$ cat src/rtl/pcs_pkg.sv
package pcs_pkg;

    // register byte offsets
    localparam int OFS_PIN = 'h0;
    localparam int OFS_GCR = 'h2;
    localparam int OFS_CHG = 'h4;
    localparam int OFS_IER = 'h6;
    localparam int OFS_SCR = 'h8;

    // general control bit positions
    localparam int G_PWRM  = 3;
    localparam int G_VCC0  = 4;
    localparam int G_IO    = 5;
    localparam int G_RST   = 6;
    localparam int G_DRV   = 7;
    // supplementary control bit position
    localparam int S_VCC1  = 1;

    // change flag positions (enable bits share 0..4)
    localparam int C_BDEAD = 0;
    localparam int C_BWARN = 1;
    localparam int C_RDY   = 2;
    localparam int C_DET   = 3;
    localparam int C_STS   = 4;
    localparam int C_IREQ  = 5;
    localparam int NUM_EVT = 6;
    localparam int E_IREQ  = 6;

    localparam logic [7:0] GCR_WMASK = 8'hF8;
    localparam logic [7:0] IER_WMASK = 8'h5F;
    localparam logic [7:0] SCR_WMASK = 8'h02;
    localparam logic [7:0] CHG_MASK  = 8'h3F;
    localparam logic [7:0] GCR_RST   = 8'h50;
    localparam logic [7:0] SCR_RST   = 8'h02;

    // socket pin bundle, packed in pin-status register order
    typedef struct packed {
        logic       rdy;
        logic       wp;
        logic [1:0] vs_n;
        logic [1:0] cd_n;
        logic [1:0] batt_n;
    } pin_t;

    typedef struct packed {
        logic [7:0] gcr;
        logic [7:0] scr;
        logic [7:0] ier;
        logic [7:0] chg;
        logic [7:0] rdat;
    } regs_t;

endpackage

$ cat src/rtl/pcs_sync.sv
module pcs_sync #(
    parameter int W      = 8,
    parameter int STAGES = 2
) (
    input  logic         clk,
    input  logic         rst_n,
    input  logic [W-1:0] din,
    output logic [W-1:0] dout
);
    logic [W-1:0] stg_d [STAGES];
    logic [W-1:0] stg_q [STAGES];

    always_comb begin
        stg_d[0] = din;
        for (int k = 1; k < STAGES; k++) begin
            stg_d[k] = stg_q[k-1];
        end
    end

    generate
        for (genvar g = 0; g < STAGES; g++) begin : g_stage
            always_ff @(posedge clk or negedge rst_n) begin
                if (!rst_n) stg_q[g] <= '0;
                else        stg_q[g] <= stg_d[g];
            end
        end
    endgenerate

    assign dout = stg_q[STAGES-1];
endmodule

$ cat src/rtl/pcs_evt.sv
module pcs_evt
    import pcs_pkg::*;
#(
    parameter int SYNC_STAGES = 2
) (
    input  logic               clk,
    input  logic               rst_n,
    input  pin_t               pins,
    input  logic               io_mode,
    output logic [NUM_EVT-1:0] evt
);
    // edges are ignored until the synchroniser and the history register hold real pin values
    localparam int ARM_LIMIT = SYNC_STAGES + 1;
    localparam int CNT_W     = $clog2(ARM_LIMIT + 1);

    typedef struct packed {
        pin_t             prev;
        logic [CNT_W-1:0] arm_cnt;
    } evt_st_t;

    evt_st_t st_d, st_q;
    logic    armed;
    logic    det_tog, rdy_rise, rdy_fall, b0_fall, b1_fall;

    always_comb begin
        armed    = (st_q.arm_cnt == CNT_W'(ARM_LIMIT));
        det_tog  = |(pins.cd_n ^ st_q.prev.cd_n);
        rdy_rise = pins.rdy & ~st_q.prev.rdy;
        rdy_fall = ~pins.rdy & st_q.prev.rdy;
        b0_fall  = ~pins.batt_n[0] & st_q.prev.batt_n[0];
        b1_fall  = ~pins.batt_n[1] & st_q.prev.batt_n[1];

        evt          = '0;
        evt[C_BDEAD] = armed & ~io_mode & b0_fall;
        evt[C_BWARN] = armed & ~io_mode & b1_fall;
        evt[C_RDY]   = armed & ~io_mode & rdy_rise;
        evt[C_DET]   = armed & det_tog;
        evt[C_STS]   = armed & io_mode & b0_fall;
        evt[C_IREQ]  = armed & io_mode & rdy_fall;

        st_d      = st_q;
        st_d.prev = pins;
        if (!armed) st_d.arm_cnt = st_q.arm_cnt + CNT_W'(1);
    end

    always_ff @(posedge clk or negedge rst_n) begin
        if (!rst_n) st_q <= '0;
        else        st_q <= st_d;
    end
endmodule

$ cat src/rtl/pccard_sock_ctl.sv
module pccard_sock_ctl
    import pcs_pkg::*;
#(
    parameter int ADDR_W      = 4,
    parameter int SYNC_STAGES = 2
) (
    input  logic              clk,
    input  logic              rst_n,
    input  logic              wr_en,
    input  logic              rd_en,
    input  logic [ADDR_W-1:0] addr,
    input  logic [7:0]        wdata,
    output logic [7:0]        rdata,
    input  logic [1:0]        sk_cd_n,
    input  logic [1:0]        sk_vs_n,
    input  logic              sk_wp,
    input  logic              sk_rdy,
    input  logic [1:0]        sk_batt_n,
    output logic              card_rst,
    output logic              out_drv_en,
    output logic              io_card,
    output logic              pwr_mgmt,
    output logic              vcc0_sel,
    output logic              vcc1_sel,
    output logic              irq
);
    localparam logic [ADDR_W-1:0] A_PIN = ADDR_W'(OFS_PIN);
    localparam logic [ADDR_W-1:0] A_GCR = ADDR_W'(OFS_GCR);
    localparam logic [ADDR_W-1:0] A_CHG = ADDR_W'(OFS_CHG);
    localparam logic [ADDR_W-1:0] A_IER = ADDR_W'(OFS_IER);
    localparam logic [ADDR_W-1:0] A_SCR = ADDR_W'(OFS_SCR);

    pin_t               raw_pins, pins_s;
    logic [NUM_EVT-1:0] evt;
    regs_t              r_d, r_q;
    logic [7:0]         clr_mask;
    logic               chg_wr;

    assign raw_pins = '{rdy: sk_rdy, wp: sk_wp, vs_n: sk_vs_n,
                        cd_n: sk_cd_n, batt_n: sk_batt_n};

    pcs_sync #(.W($bits(pin_t)), .STAGES(SYNC_STAGES)) u_sync (
        .clk  (clk),
        .rst_n(rst_n),
        .din  (raw_pins),
        .dout (pins_s)
    );

    pcs_evt #(.SYNC_STAGES(SYNC_STAGES)) u_evt (
        .clk    (clk),
        .rst_n  (rst_n),
        .pins   (pins_s),
        .io_mode(r_q.gcr[G_IO]),
        .evt    (evt)
    );

    always_comb begin
        r_d      = r_q;
        chg_wr   = wr_en && (addr == A_CHG);
        clr_mask = chg_wr ? (~wdata & CHG_MASK) : 8'h00;

        if (wr_en) begin
            case (addr)
                A_GCR:   r_d.gcr = wdata & GCR_WMASK;
                A_IER:   r_d.ier = wdata & IER_WMASK;
                A_SCR:   r_d.scr = wdata & SCR_WMASK;
                default: ;
            endcase
        end

        // a new event outranks a clearing write in the same cycle
        r_d.chg = ((r_q.chg & ~clr_mask) | {{(8-NUM_EVT){1'b0}}, evt}) & CHG_MASK;

        if (rd_en) begin
            case (addr)
                A_PIN:   r_d.rdat = pins_s;
                A_GCR:   r_d.rdat = r_q.gcr;
                A_CHG:   r_d.rdat = r_q.chg;
                A_IER:   r_d.rdat = r_q.ier;
                A_SCR:   r_d.rdat = r_q.scr;
                default: r_d.rdat = 8'h00;
            endcase
        end
    end

    always_ff @(posedge clk or negedge rst_n) begin
        if (!rst_n) begin
            r_q      <= '0;
            r_q.gcr  <= GCR_RST;
            r_q.scr  <= SCR_RST;
        end else begin
            r_q <= r_d;
        end
    end

    assign rdata      = r_q.rdat;
    assign card_rst   = r_q.gcr[G_RST];
    assign out_drv_en = r_q.gcr[G_DRV];
    assign io_card    = r_q.gcr[G_IO];
    assign pwr_mgmt   = r_q.gcr[G_PWRM];
    assign vcc0_sel   = r_q.gcr[G_VCC0];
    assign vcc1_sel   = r_q.scr[S_VCC1];
    assign irq        = (|(r_q.chg[C_STS:0] & r_q.ier[C_STS:0]))
                      | (r_q.chg[C_IREQ] & r_q.ier[E_IREQ]);

    generate
        for (genvar i = 0; i < NUM_EVT; i++) begin : g_chk

            chg_clear_chk: assert property (@(posedge clk) disable iff (!rst_n)
                (wr_en && addr == A_CHG && !wdata[i] && !evt[i]) |=> !r_q.chg[i]);

            chg_hold_chk: assert property (@(posedge clk) disable iff (!rst_n)
                (r_q.chg[i] && !(wr_en && addr == A_CHG && !wdata[i])) |=> r_q.chg[i]);

            chg_event_win_chk: assert property (@(posedge clk) disable iff (!rst_n)
                evt[i] |=> r_q.chg[i]);
        end
        for (genvar j = 0; j <= C_RDY; j++) begin : g_io

            io_quiet_chk: assert property (@(posedge clk) disable iff (!rst_n)
                (io_card && !r_q.chg[j]) |=> !r_q.chg[j]);
        end
    endgenerate


    irq_off_chk: assert property (@(posedge clk) disable iff (!rst_n)
        (wr_en && addr == A_IER && wdata == 8'h00) |=> !irq);
endmodule

$ cat config.mk
export PLATFORM = sky130hd
export DESIGN_NAME = pccard_sock_ctl
export DESIGN_NICKNAME = d
export VERILOG_FILES = /design/src/rtl/pcs_pkg.sv /design/src/rtl/pcs_sync.sv /design/src/rtl/pcs_evt.sv /design/src/rtl/pccard_sock_ctl.sv
export SDC_FILE = /design/constraint.sdc
export NUM_CORES = 1
export LEC_CHECK = 0
export ABC_AREA = 1
export ABC_CLOCK_PERIOD_IN_PS = 1300
export BUFFER_PORTS_ARGS = -buffer_cell sky130_fd_sc_hd__clkbuf_2
export CORE_UTILIZATION = 54
export DETAILED_ROUTE_END_ITERATION = 12
export PLACE_DENSITY_LB_ADDON = 0.08
export REMOVE_ABC_BUFFERS = 1
export SYNTH_ARGS = -nofsm -noshare
export SYNTH_HDL_FRONTEND = slang
export SYNTH_SLANG_ARGS = --single-unit
export TNS_END_PERCENT = 10
$ cat constraint.sdc
create_clock -name clk -period 1.3 [get_ports clk]
set_input_delay 0.065 -clock clk [delete_from_list [all_inputs] [get_ports clk]]
set_output_delay 0.065 -clock clk [all_outputs]
set_load 0.02 [all_outputs]
==> impl_summary.log <==
INFO  metric final_antenna_violating_net_count = 0
INFO  metric powerDensity = 1440 nW/um2
INFO  metric clock_tree_from_tritoncts = built
INFO  metric fp.dieArea = 4090 um2
INFO  metric number_of_global_route_vias_before_repair = 1426
INFO  metric track_usage = 22.0%
INFO  metric htree_num_levels = 2
INFO  metric min-delay-path-class = input pin to flip-flop
INFO  metric report.final.setup_viol = 1
INFO  metric critical_path.reg2reg.endpoint = r_q[10]
INFO  metric syn_inst = 211
INFO  metric insertedDiodeCount = 0
INFO  metric worstSkewPairLatency = 0.30 ns
INFO  metric fmax = 764 MHz
INFO  metric yosys_register_bits = 49
INFO  metric clockRootBuffer = sky130_fd_sc_hd__clkbuf_8
INFO  metric synth_top_flop_cell = sky130_fd_sc_hd__dfrtp_1
INFO  metric initial_core_util = 56.7%
INFO  metric grt_overflow_total = 0
INFO  metric hold_ws = 0.0206 ns
INFO  metric hold_start = wdata[6]
INFO  metric worstSetupEndpointType = output pin
INFO  metric finalCritPeriodShare = 101%
INFO  metric vdd_drop_max = 1.02 mV
INFO  metric ios = 39
INFO  metric vias_per_cell = 4.92
INFO  metric synth_seq_area_share = 59.3%
INFO  metric ys_warn_count = 0
INFO  metric critical_path.max_fanout = 2
INFO  metric drtPass1Iterations = 4
INFO  metric layout.core_utilization = 69.4%
INFO  metric post_synth_instance_area = 2070 um2
INFO  metric final_weighted_congestion_in_routability_driven_placement = 0.802
INFO  metric drt-wirelength-per-cell = 12.9 um
INFO  metric synth-edff-count = 0
INFO  metric critical_register_to_register_path_startpoint = u_evt.st_q[0]
INFO  metric number_of_nets_in_the_finished_design = 286
INFO  metric r2r_cells = 4
INFO  metric final.min_clock_period = 1.31 ns
INFO  metric die_w = 64.0 um
INFO  metric failing_checks = negative setup slack
INFO  metric cts.reportedPaths.clkPinSlew = 0.09 ns
INFO  metric clock-sinks = 49
INFO  metric die_y = 64.0 um
INFO  metric syn_area_per_cell = 9.83 um2
INFO  metric cap_viol_max_count = 0
INFO  metric maxSlewHeadroom = 72.3%
INFO  metric cts_made_buffers = 5
INFO  metric grt_setup_unrepaired = true
INFO  metric r2r_setup_slack = 0.22 ns
INFO  metric whs_path_depth = 3
INFO  metric grt_pass1_wl = 6640 um
INFO  metric area.growth.synth_to_final = 22.4%
INFO  metric fin_ws = -0.00840 ns
INFO  metric grt_max_degree = 36
INFO  metric cp_data_required_time = 1.24 ns
INFO  metric placement_rows = 22
INFO  metric detailedRoute.firstIterationViolations = 71
INFO  metric num_vias = 1524
INFO  metric clock-skew-final = 0.00624 ns
INFO  metric worst-setup-path-type = flip-flop to output pin
INFO  metric coreArea = 3660 um2
INFO  metric place_hpwl = 2790 um
INFO  metric synth.lib_cells_used.distinct = 25
INFO  metric post_route_cells_drive_above_1_share = 28.2%
INFO  metric worstPathArrival = 1.24 ns
INFO  metric buffer_depth_of_the_longest_clock_path = 2
INFO  metric hold_viol = 0
INFO  metric layout.cells.non_filler = 310
INFO  metric port_buffers = 38
INFO  metric synth-async-reset-ratio = 100%
INFO  metric inst_count_dp = 288
INFO  metric drv_slew = 0
INFO  metric total_wire_length = 4000 um
INFO  metric number_of_antenna_violations_at_the_first_check_in_global_routing = 0
INFO  metric crit_path_start_kind = flip-flop
INFO  metric tightest_slew = 0.415 ns
INFO  metric static-leakage-power = 1.28 nW
INFO  metric detail_route.drc_violations = 0
INFO  metric hold-path-endpoint = r_q[22]
INFO  metric outcome = finished, violations left
[where the power goes]
group	switching, mW	total [mW]	internal, mW
Combinational	0.351	0.594	0.243
Clock	0.496	1.27	0.774
Sequential	0.104	1.80	1.69
Total	0.951	3.66	2.71
[logic make-up after synthesis]
kind of cell	synth area share (%)
and+or+nand+nor	23.0
adders and majority gates	0.603
muxes	0.543
AOI/OAI and AO/OA	7.36
buffers and inverters	7.96
DFF	59.3
xor gates and xnor gates	1.27
[worst max-delay path: stages, from the launching register on]
cell and delay, ns:
sky130_fd_sc_hd__dfrtp_1 0.40, sky130_fd_sc_hd__nand2_1 0.06, sky130_fd_sc_hd__nand2_1 0.05, sky130_fd_sc_hd__a21oi_2 0.13, sky130_fd_sc_hd__nand4_1 0.12, sky130_fd_sc_hd__buf_4 0.18
[stage by stage]
stage                     total power, mW  setup TNS [ns]  cell area (um2)  setup slack (ns)
final                                3.66        -0.00840             2540          -0.00840
after global routing                 3.85         -0.0861             2540           -0.0861
after CTS                            3.70         -0.0138             2540           -0.0138
after detailed placement             2.36               0             2270             0.178
after global placement               2.35               0             2270             0.204
after floorplan                      2.12               0             1970             0.142
[per-layer routing]
metal	share of wire (%)	wire (um)	global-route usage, %	vias up
li1	-	-	-	766
met1	47	1880	29.2	710
met2	48	1920	35.0	44
met3	3.7	149	4.46	4
met4	1.5	59	9.66	0
met5	0	0	0	-
[cell usage after synthesis (3+ instances only)]
cell / number / area (um2)
sky130_fd_sc_hd__nand3_1: 29 / 145
sky130_fd_sc_hd__o21a_1: 3 / 22.5
sky130_fd_sc_hd__nor2_4: 4 / 45.0
sky130_fd_sc_hd__o21ai_2: 6 / 52.6
sky130_fd_sc_hd__nor2_1: 4 / 15.0
sky130_fd_sc_hd__dfrtp_1: 46 / 1150
sky130_fd_sc_hd__nand2_1: 63 / 236
sky130_fd_sc_hd__inv_1: 13 / 48.8
sky130_fd_sc_hd__dfstp_2: 3 / 78.8
sky130_fd_sc_hd__o21ai_1: 11 / 55.1
sky130_fd_sc_hd__buf_4: 11 / 82.6
[cells in the final DEF (no fill, tap or decap), types with 5 or more instances in the layout]
cell type	synthesis	layout
sky130_fd_sc_hd__nand2_1	63	63
sky130_fd_sc_hd__dfrtp_1	46	46
sky130_fd_sc_hd__clkbuf_2	0	37
sky130_fd_sc_hd__nand3_1	29	29
sky130_fd_sc_hd__inv_1	13	13
sky130_fd_sc_hd__o21ai_1	11	11
sky130_fd_sc_hd__dlygate4sd3_1	0	10
sky130_fd_sc_hd__buf_4	11	9
sky130_fd_sc_hd__o21ai_2	6	6
sky130_fd_sc_hd__clkbuf_8	0	5
[worst max-delay path by stage]
| stage | start | end | slack, ns | cells after the start |
|---|---|---|---|---|
| after detailed placement | addr[3] | pwr_mgmt | 0.18 | 6 |
| final | r_q[10] | irq | -0.008 | 5 |
| after global placement | addr[3] | pwr_mgmt | 0.20 | 6 |
| after CTS | r_q[11] | irq | -0.01 | 5 |
| after floorplan | addr[3] | pwr_mgmt | 0.14 | 5 |
| after global routing | r_q[18] | irq | -0.09 | 5 |
[state kept, by name (all words and copies together), names as in the netlist]
register / flops
u_sync.stg_d: 8
vcc0_sel: 1
io_card: 1
pwr_mgmt: 1
r_q: 12
u_evt.st_q: 7
u_sync.dout: 8
out_drv_en: 1
rdata: 8
vcc1_sel: 1
card_rst: 1
[layout make-up]
type,instances,area [um2]
Timing Repair Buffer,57,373
Fill cell,301,1120
Multi-Input combinational cell,133,683
Clock buffer,5,68.8
Clock inverter,3,68.8
Sequential cell,49,1230
Tap cell,48,60.1
Inverter,15,56.3
[timing repair]
action,4_1_cts,5_1_grt
resized for setup,2,1
endpoints found under the hold margin,22,0
pin swaps,0,2
setup buffers,4,0
setup endpoints to repair,1,1
hold buffers,10,0
(Power assumes the default switching activity.)
